$ cat src/rtl/clk_thr_pkg.sv
package clk_thr_pkg;

    typedef enum logic [2:0] {
        ST_RUN,
        ST_THR_OFF,
        ST_THR_ON,
        ST_THR_GRANT,
        ST_C2,
        ST_SLP_WAIT,
        ST_SLP_PULSE,
        ST_SLP
    } arb_state_t;

    localparam logic [1:0] PS_RUN   = 2'd0;
    localparam logic [1:0] PS_C2    = 2'd1;
    localparam logic [1:0] PS_THROT = 2'd2;
    localparam logic [1:0] PS_SLEEP = 2'd3;

endpackage

$ cat src/rtl/thr_period_counter.sv
module thr_period_counter #(
    parameter int CNT_W = 10
) (
    input  logic             clk,
    input  logic             rst_n,
    output logic [CNT_W-1:0] cnt,
    output logic             at_boundary
);

    always_ff @(posedge clk or negedge rst_n) begin
        if (!rst_n) begin
            cnt <= '0;
        end else begin
            cnt <= cnt + 1'b1;
        end
    end

    assign at_boundary = (cnt == '0);

endmodule

$ cat src/rtl/thr_duty_select.sv
module thr_duty_select #(
    parameter int CNT_W      = 10,
    parameter int DUTY_W     = 3,
    parameter int THERM_DUTY = 4
) (
    input  logic              sw_thr_en,
    input  logic [DUTY_W-1:0] sw_duty,
    input  logic              therm_ovr,
    output logic              thr_active,
    output logic [CNT_W-1:0]  on_len
);

    localparam int STEP_SH = CNT_W - DUTY_W;
    localparam logic [DUTY_W-1:0] THERM_D = DUTY_W'(THERM_DUTY);

    logic [DUTY_W-1:0] sw_eff;
    logic [DUTY_W-1:0] th_eff;
    logic [DUTY_W-1:0] duty_eff;

    always_comb begin
        sw_eff     = sw_thr_en ? sw_duty : '0;
        th_eff     = therm_ovr ? THERM_D : '0;
        duty_eff   = (sw_eff > th_eff) ? sw_eff : th_eff;
        thr_active = (duty_eff != '0);
        on_len     = CNT_W'(duty_eff) << STEP_SH;
    end

endmodule

$ cat src/rtl/thr_arb_fsm.sv
module thr_arb_fsm
    import clk_thr_pkg::*;
#(
    parameter int CNT_W = 10
) (
    input  logic             clk,
    input  logic             rst_n,
    input  logic             sleep_en,
    input  logic             c2_req,
    input  logic             brk_evt,
    input  logic             stop_grant_ack,
    input  logic             thr_active,
    input  logic             at_boundary,
    input  logic [CNT_W-1:0] period_cnt,
    input  logic [CNT_W-1:0] on_len,
    output arb_state_t       cur_state,
    output logic             stpclk,
    output logic             sleep_req,
    output logic [1:0]       pstate
);

    arb_state_t nxt_state;
    logic       window_done;

    assign window_done = (period_cnt >= on_len);

    always_ff @(posedge clk or negedge rst_n) begin
        if (!rst_n) begin
            cur_state <= ST_RUN;
        end else begin
            cur_state <= nxt_state;
        end
    end

    always_comb begin
        nxt_state = cur_state;
        unique case (cur_state)
            ST_RUN: begin
                if (sleep_en)        nxt_state = ST_SLP_WAIT;
                else if (c2_req)     nxt_state = ST_C2;
                else if (thr_active) nxt_state = ST_THR_OFF;
            end
            ST_THR_OFF: begin
                if (sleep_en)         nxt_state = ST_SLP_WAIT;
                else if (c2_req)      nxt_state = ST_C2;
                else if (!thr_active) nxt_state = ST_RUN;
                else if (at_boundary) nxt_state = ST_THR_ON;
            end
            ST_THR_ON: begin
                if (sleep_en)            nxt_state = ST_SLP_WAIT;
                else if (c2_req)         nxt_state = ST_C2;
                else if (!thr_active)    nxt_state = ST_RUN;
                else if (window_done)    nxt_state = ST_THR_OFF;
                else if (stop_grant_ack) nxt_state = ST_THR_GRANT;
            end
            ST_THR_GRANT: begin
                if (sleep_en)         nxt_state = ST_SLP_WAIT;
                else if (c2_req)      nxt_state = ST_C2;
                else if (!thr_active) nxt_state = ST_RUN;
                else if (window_done) nxt_state = ST_THR_OFF;
            end
            ST_C2: begin
                if (sleep_en)     nxt_state = ST_SLP_WAIT;
                else if (brk_evt) nxt_state = thr_active ? ST_THR_OFF : ST_RUN;
            end
            ST_SLP_WAIT: begin
                if (!sleep_en)           nxt_state = ST_RUN;
                else if (stop_grant_ack) nxt_state = ST_SLP_PULSE;
            end
            ST_SLP_PULSE: begin
                nxt_state = sleep_en ? ST_SLP : ST_RUN;
            end
            ST_SLP: begin
                if (!sleep_en) nxt_state = ST_RUN;
            end
            default: nxt_state = ST_RUN;
        endcase
    end

    always_comb begin
        stpclk    = 1'b0;
        sleep_req = 1'b0;
        pstate    = PS_RUN;
        unique case (cur_state)
            ST_RUN: begin
                pstate = PS_RUN;
            end
            ST_THR_OFF: begin
                pstate = PS_THROT;
            end
            ST_THR_ON: begin
                stpclk = 1'b1;
                pstate = PS_THROT;
            end
            ST_THR_GRANT: begin
                stpclk = 1'b1;
                pstate = PS_C2;
            end
            ST_C2: begin
                stpclk = 1'b1;
                pstate = PS_C2;
            end
            ST_SLP_WAIT: begin
                stpclk = 1'b1;
                pstate = PS_SLEEP;
            end
            ST_SLP_PULSE: begin
                stpclk    = 1'b1;
                sleep_req = 1'b1;
                pstate    = PS_SLEEP;
            end
            ST_SLP: begin
                stpclk = 1'b1;
                pstate = PS_SLEEP;
            end
            default: begin
                pstate = PS_RUN;
            end
        endcase
    end

endmodule

$ cat src/rtl/clk_throttle_arbiter.sv
module clk_throttle_arbiter
    import clk_thr_pkg::*;
#(
    parameter int CNT_W      = 10,
    parameter int DUTY_W     = 3,
    parameter int THERM_DUTY = 4
) (
    input  logic              clk,
    input  logic              rst_n,
    input  logic              sw_thr_en,
    input  logic [DUTY_W-1:0] sw_duty,
    input  logic              therm_ovr,
    input  logic              c2_req,
    input  logic              brk_evt,
    input  logic              sleep_en,
    input  logic              stop_grant_ack,
    output logic              stpclk,
    output logic              sleep_req,
    output logic [1:0]        pstate
);

    logic [CNT_W-1:0] period_cnt;
    logic             at_boundary;
    logic             thr_active;
    logic [CNT_W-1:0] on_len;
    arb_state_t       cur_state;

    thr_period_counter #(
        .CNT_W(CNT_W)
    ) u_period (
        .clk        (clk),
        .rst_n      (rst_n),
        .cnt        (period_cnt),
        .at_boundary(at_boundary)
    );

    thr_duty_select #(
        .CNT_W     (CNT_W),
        .DUTY_W    (DUTY_W),
        .THERM_DUTY(THERM_DUTY)
    ) u_duty (
        .sw_thr_en (sw_thr_en),
        .sw_duty   (sw_duty),
        .therm_ovr (therm_ovr),
        .thr_active(thr_active),
        .on_len    (on_len)
    );

    thr_arb_fsm #(
        .CNT_W(CNT_W)
    ) u_fsm (
        .clk           (clk),
        .rst_n         (rst_n),
        .sleep_en      (sleep_en),
        .c2_req        (c2_req),
        .brk_evt       (brk_evt),
        .stop_grant_ack(stop_grant_ack),
        .thr_active    (thr_active),
        .at_boundary   (at_boundary),
        .period_cnt    (period_cnt),
        .on_len        (on_len),
        .cur_state     (cur_state),
        .stpclk        (stpclk),
        .sleep_req     (sleep_req),
        .pstate        (pstate)
    );

endmodule

$ cat config.mk
export PLATFORM = sky130hd
export DESIGN_NAME = clk_throttle_arbiter
export DESIGN_NICKNAME = d
export VERILOG_FILES = /design/src/rtl/clk_thr_pkg.sv /design/src/rtl/thr_period_counter.sv /design/src/rtl/thr_duty_select.sv /design/src/rtl/thr_arb_fsm.sv /design/src/rtl/clk_throttle_arbiter.sv
export SDC_FILE = /design/constraint.sdc
export NUM_CORES = 1
export LEC_CHECK = 0
export BUFFER_PORTS_ARGS = -buffer_cell sky130_fd_sc_hd__buf_2
export CAP_MARGIN = 40
export CELL_PAD_IN_SITES_DETAIL_PLACEMENT = 0
export CELL_PAD_IN_SITES_GLOBAL_PLACEMENT = 2
export CORE_ASPECT_RATIO = 0.9
export CORE_UTILIZATION = 30
export CTS_CLUSTER_DIAMETER = 100
export CTS_CLUSTER_SIZE = 30
export DETAILED_ROUTE_END_ITERATION = 16
export MAX_ROUTING_LAYER = met4
export PLACE_DENSITY_LB_ADDON = 0.1
export SLEW_MARGIN = 40
export SYNTH_ARGS = -nofsm -noshare
export SYNTH_HDL_FRONTEND = slang
export SYNTH_SLANG_ARGS = --single-unit
$ cat constraint.sdc
create_clock -name clk -period 1.55 [get_ports clk]
set_clock_uncertainty 0.05 [all_clocks]
set_input_delay 0 -clock clk [delete_from_list [all_inputs] [get_ports clk]]
set_output_delay 0 -clock clk [all_outputs]
set_load 0.005 [all_outputs]
==> impl_metrics.yaml <==
status:
  status: "finished, violations left"
  violations: "negative setup slack"
routing:
  routed_wl_microns: 1910
  drt_iter0_markers: 25
  wl_per_cell_microns: 11.2
  ant_nets: 0
  via_per_inst: 4.55
  dr.pass1.iters: 4
  num_vias: 774
  drc: 0
sta:
  worst_slack_ns: -0.0607
  post-route-period-util_pct: 104
  slew_headroom_pct: 81.4
  final_max_slew_viol_count: 0
  setup_viol: 1
  fin_crit_ns: 1.61
  max_freq_ghz: 0.621
  rsz0062_at_grt: "yes"
  hold_viol: 0
  timing.hold.ws_ns: 0.0299
  worst_slew_pin_slew_ns: 0.280
flow_run:
  drv_cap: 0
power_and_ir_drop:
  power_mw: 1.15
  ir_drop_mv: 0.377
  p_leak_nw: 0.591
  power_density_nw_per_um2: 920
logic_synthesis:
  synth-seq-area-share_pct: 36.0
  synthTopCellsByArea: "dfrtp_1 (36%), ha_1 (9.7%), xnor2_1 (5.8%)"
  yosysWarnings: 0
  synth_top_area_share_pct: 36.0
  syn_area_sq_um: 903
  synth_edf_count: 0
  ys_types: 29
  synth_async_sr_flop_share_pct: 100
  ys_ff_latch: 13
  synthesis.nets: 114
  yosys.area.top_type: "dfrtp_1"
  syn_avg_cell_area_sq_um: 9.41
  syn_inst: 96
  synthFlopType: "dfrtp_1"
placement:
  gp_congestion: 0.793
  dp_hpwl_microns: 1560
  place_area_sq_um: 1200
  dp_cells: 165
  port-buffer-count: 14
layout:
  layout-drive-gt1-share_pct: 38.5
  design_area_sq_um: 1250
  layout.cells.most_common: "buf_4"
  antenna_cells: 0
  nets: 149
  layout_common_cells: "buf_4 (18), buf_2 (14), dfrtp_1 (13)"
  synthToLayoutAreaGrowth_pct: 38.6
  fin_cells: 170
grt:
  grt_max_degree: 14
  grt_pass1_vias: 736
  grt_usage_pct: 14.7
  grt_remaining_overflow: 0
  grt_pass1_wl_microns: 3250
  antenna_found_initial: 0
min_path:
  hold_path_class: "in2reg"
  holdPathStages: 3
floorplanning:
  core_sq_um: 2790
  initial_core_util_pct: 32.3
  row_count: 18
  ios: 15
  die-area_sq_um: 3230
  die_w_microns: 59.8
  die_y_microns: 54.1
clock_tree:
  path_clk_slew_ns: 0.08
  cts-htree-levels: 1
  clock-root-buffer: "clkbuf_4"
  cts_tree: "done"
  clock_sinks: 13
  clk_path_buf_depth: 2
  clk_latency_ns: 0.28
  cts_buffers: 3
setup_path:
  setup.worst_path.end_class: "flip-flop"
  slowest_stage: "dfrtp_1"
  cp.required_ns: 1.66
  critPathKind: "reg2reg"
  crit_path_max_incr_delay_ns: 0.38
  r2r.worst_path.cells: 6
  arrival_ns: 1.72
  crit_chain: "ha_1 > nor2b_1 > o21ai_0 > and4bb_1 > a31oi_2 > mux2i_1"
  cp_max_fo: 2
  worstSetupStartpointType: "flip-flop"
## area by class of cell
type | instances | area (sq um)
fillers | 292 | 1540
multi-input cells | 72 | 603
flip-flops and latches | 13 | 325
repair buffers | 33 | 215
well taps | 40 | 50.0
inverters | 8 | 32.5
clock buffers | 4 | 26.3
## per-layer routing
| layer | part of all wire, % | up-vias | GRT usage [%] |
|---|---|---|---|
| met5 | 0 | - | - |
| met4 | 1.6 | 0 | 5.81 |
| met3 | 4.2 | 5 | 5.05 |
| met2 | 42 | 15 | 20.2 |
| met1 | 52 | 344 | 19.5 |
| li1 | - | 410 | - |
## per-stage QoR
stage	util, %	setup WS [ns]	TNS (ns)
after floorplan	-	-0.0868	-0.0868
after global placement	43.1	-0.265	-0.477
after detailed placement	43.1	-0.314	-0.529
after CTS	44.6	-0.0802	-0.0802
after global routing	44.8	-0.175	-0.258
final	44.8	-0.0607	-0.0607
## logic make-up after synthesis
family	share of synthesized area, %
buffers and inverters	6.23
XOR/XNOR	8.73
flip-flops	36.0
AO/OA/AOI/OAI	12.2
multiplexers	1.11
AND/OR/NAND/NOR	26.0
adder cells (fa/ha/maj)	9.69
## power by group
part           switching [mW]  total, mW  internal (mW)
registers              0.0292      0.403          0.374
clock network           0.110      0.210          0.100
logic                   0.264      0.538          0.274
## cells in the mapped netlist (all sizes together), types with 2 or more instances
| master | n |
|---|---|
| dfrtp | 13 |
| a31oi | 5 |
| or2 | 2 |
| nand2 | 5 |
| nor2b | 2 |
| nand2b | 5 |
| inv | 8 |
| nand3 | 7 |
| nor3 | 4 |
| a32o | 2 |
| xor2 | 3 |
| nor4 | 2 |
| xnor2 | 6 |
| buf | 2 |
| o21ai | 3 |
| nor2 | 4 |
| ha | 7 |
| and3 | 7 |
## flip-flops by register name, indices dropped and copies added, names as in the netlist
| signal | cells |
|---|---|
| u_fsm.cur_state | 3 |
| u_period.cnt | 10 |
## worst paths after layout
check,startpoint,end,slack [ns]
worst max register to register,u_period.cnt[8],u_fsm.cur_state[0],-0.06
worst min register to register,u_period.cnt[0],u_period.cnt[0],0.39
min in group asynchronous,rst_n,u_fsm.cur_state[0],0.07
max in group asynchronous,rst_n,u_period.cnt[6],1.16
worst min-delay path,c2_req,u_fsm.cur_state[2],0.03
worst max-delay path,u_period.cnt[8],u_fsm.cur_state[0],-0.06
## worst max-delay path, delay by kind of cell (launching register included)
family | cells | cell delay (ns)
adders and majority gates | 1 | 0.31
and+or+nand+nor | 2 | 0.39
DFF | 1 | 0.38
muxes | 1 | 0.12
AOI/OAI and AO/OA | 2 | 0.25
## repair_timing
item / CTS / global route
pin swaps: 1 / 0
endpoints found under the setup margin: 2 / 2
setup buffers: 0 / 0
hold endpoints to repair: 13 / 0
gates cloned: 0 / 0
gates resized for setup: 1 / 1
hold buffers: 1 / 0
Power figures use the tool's default switching activity.
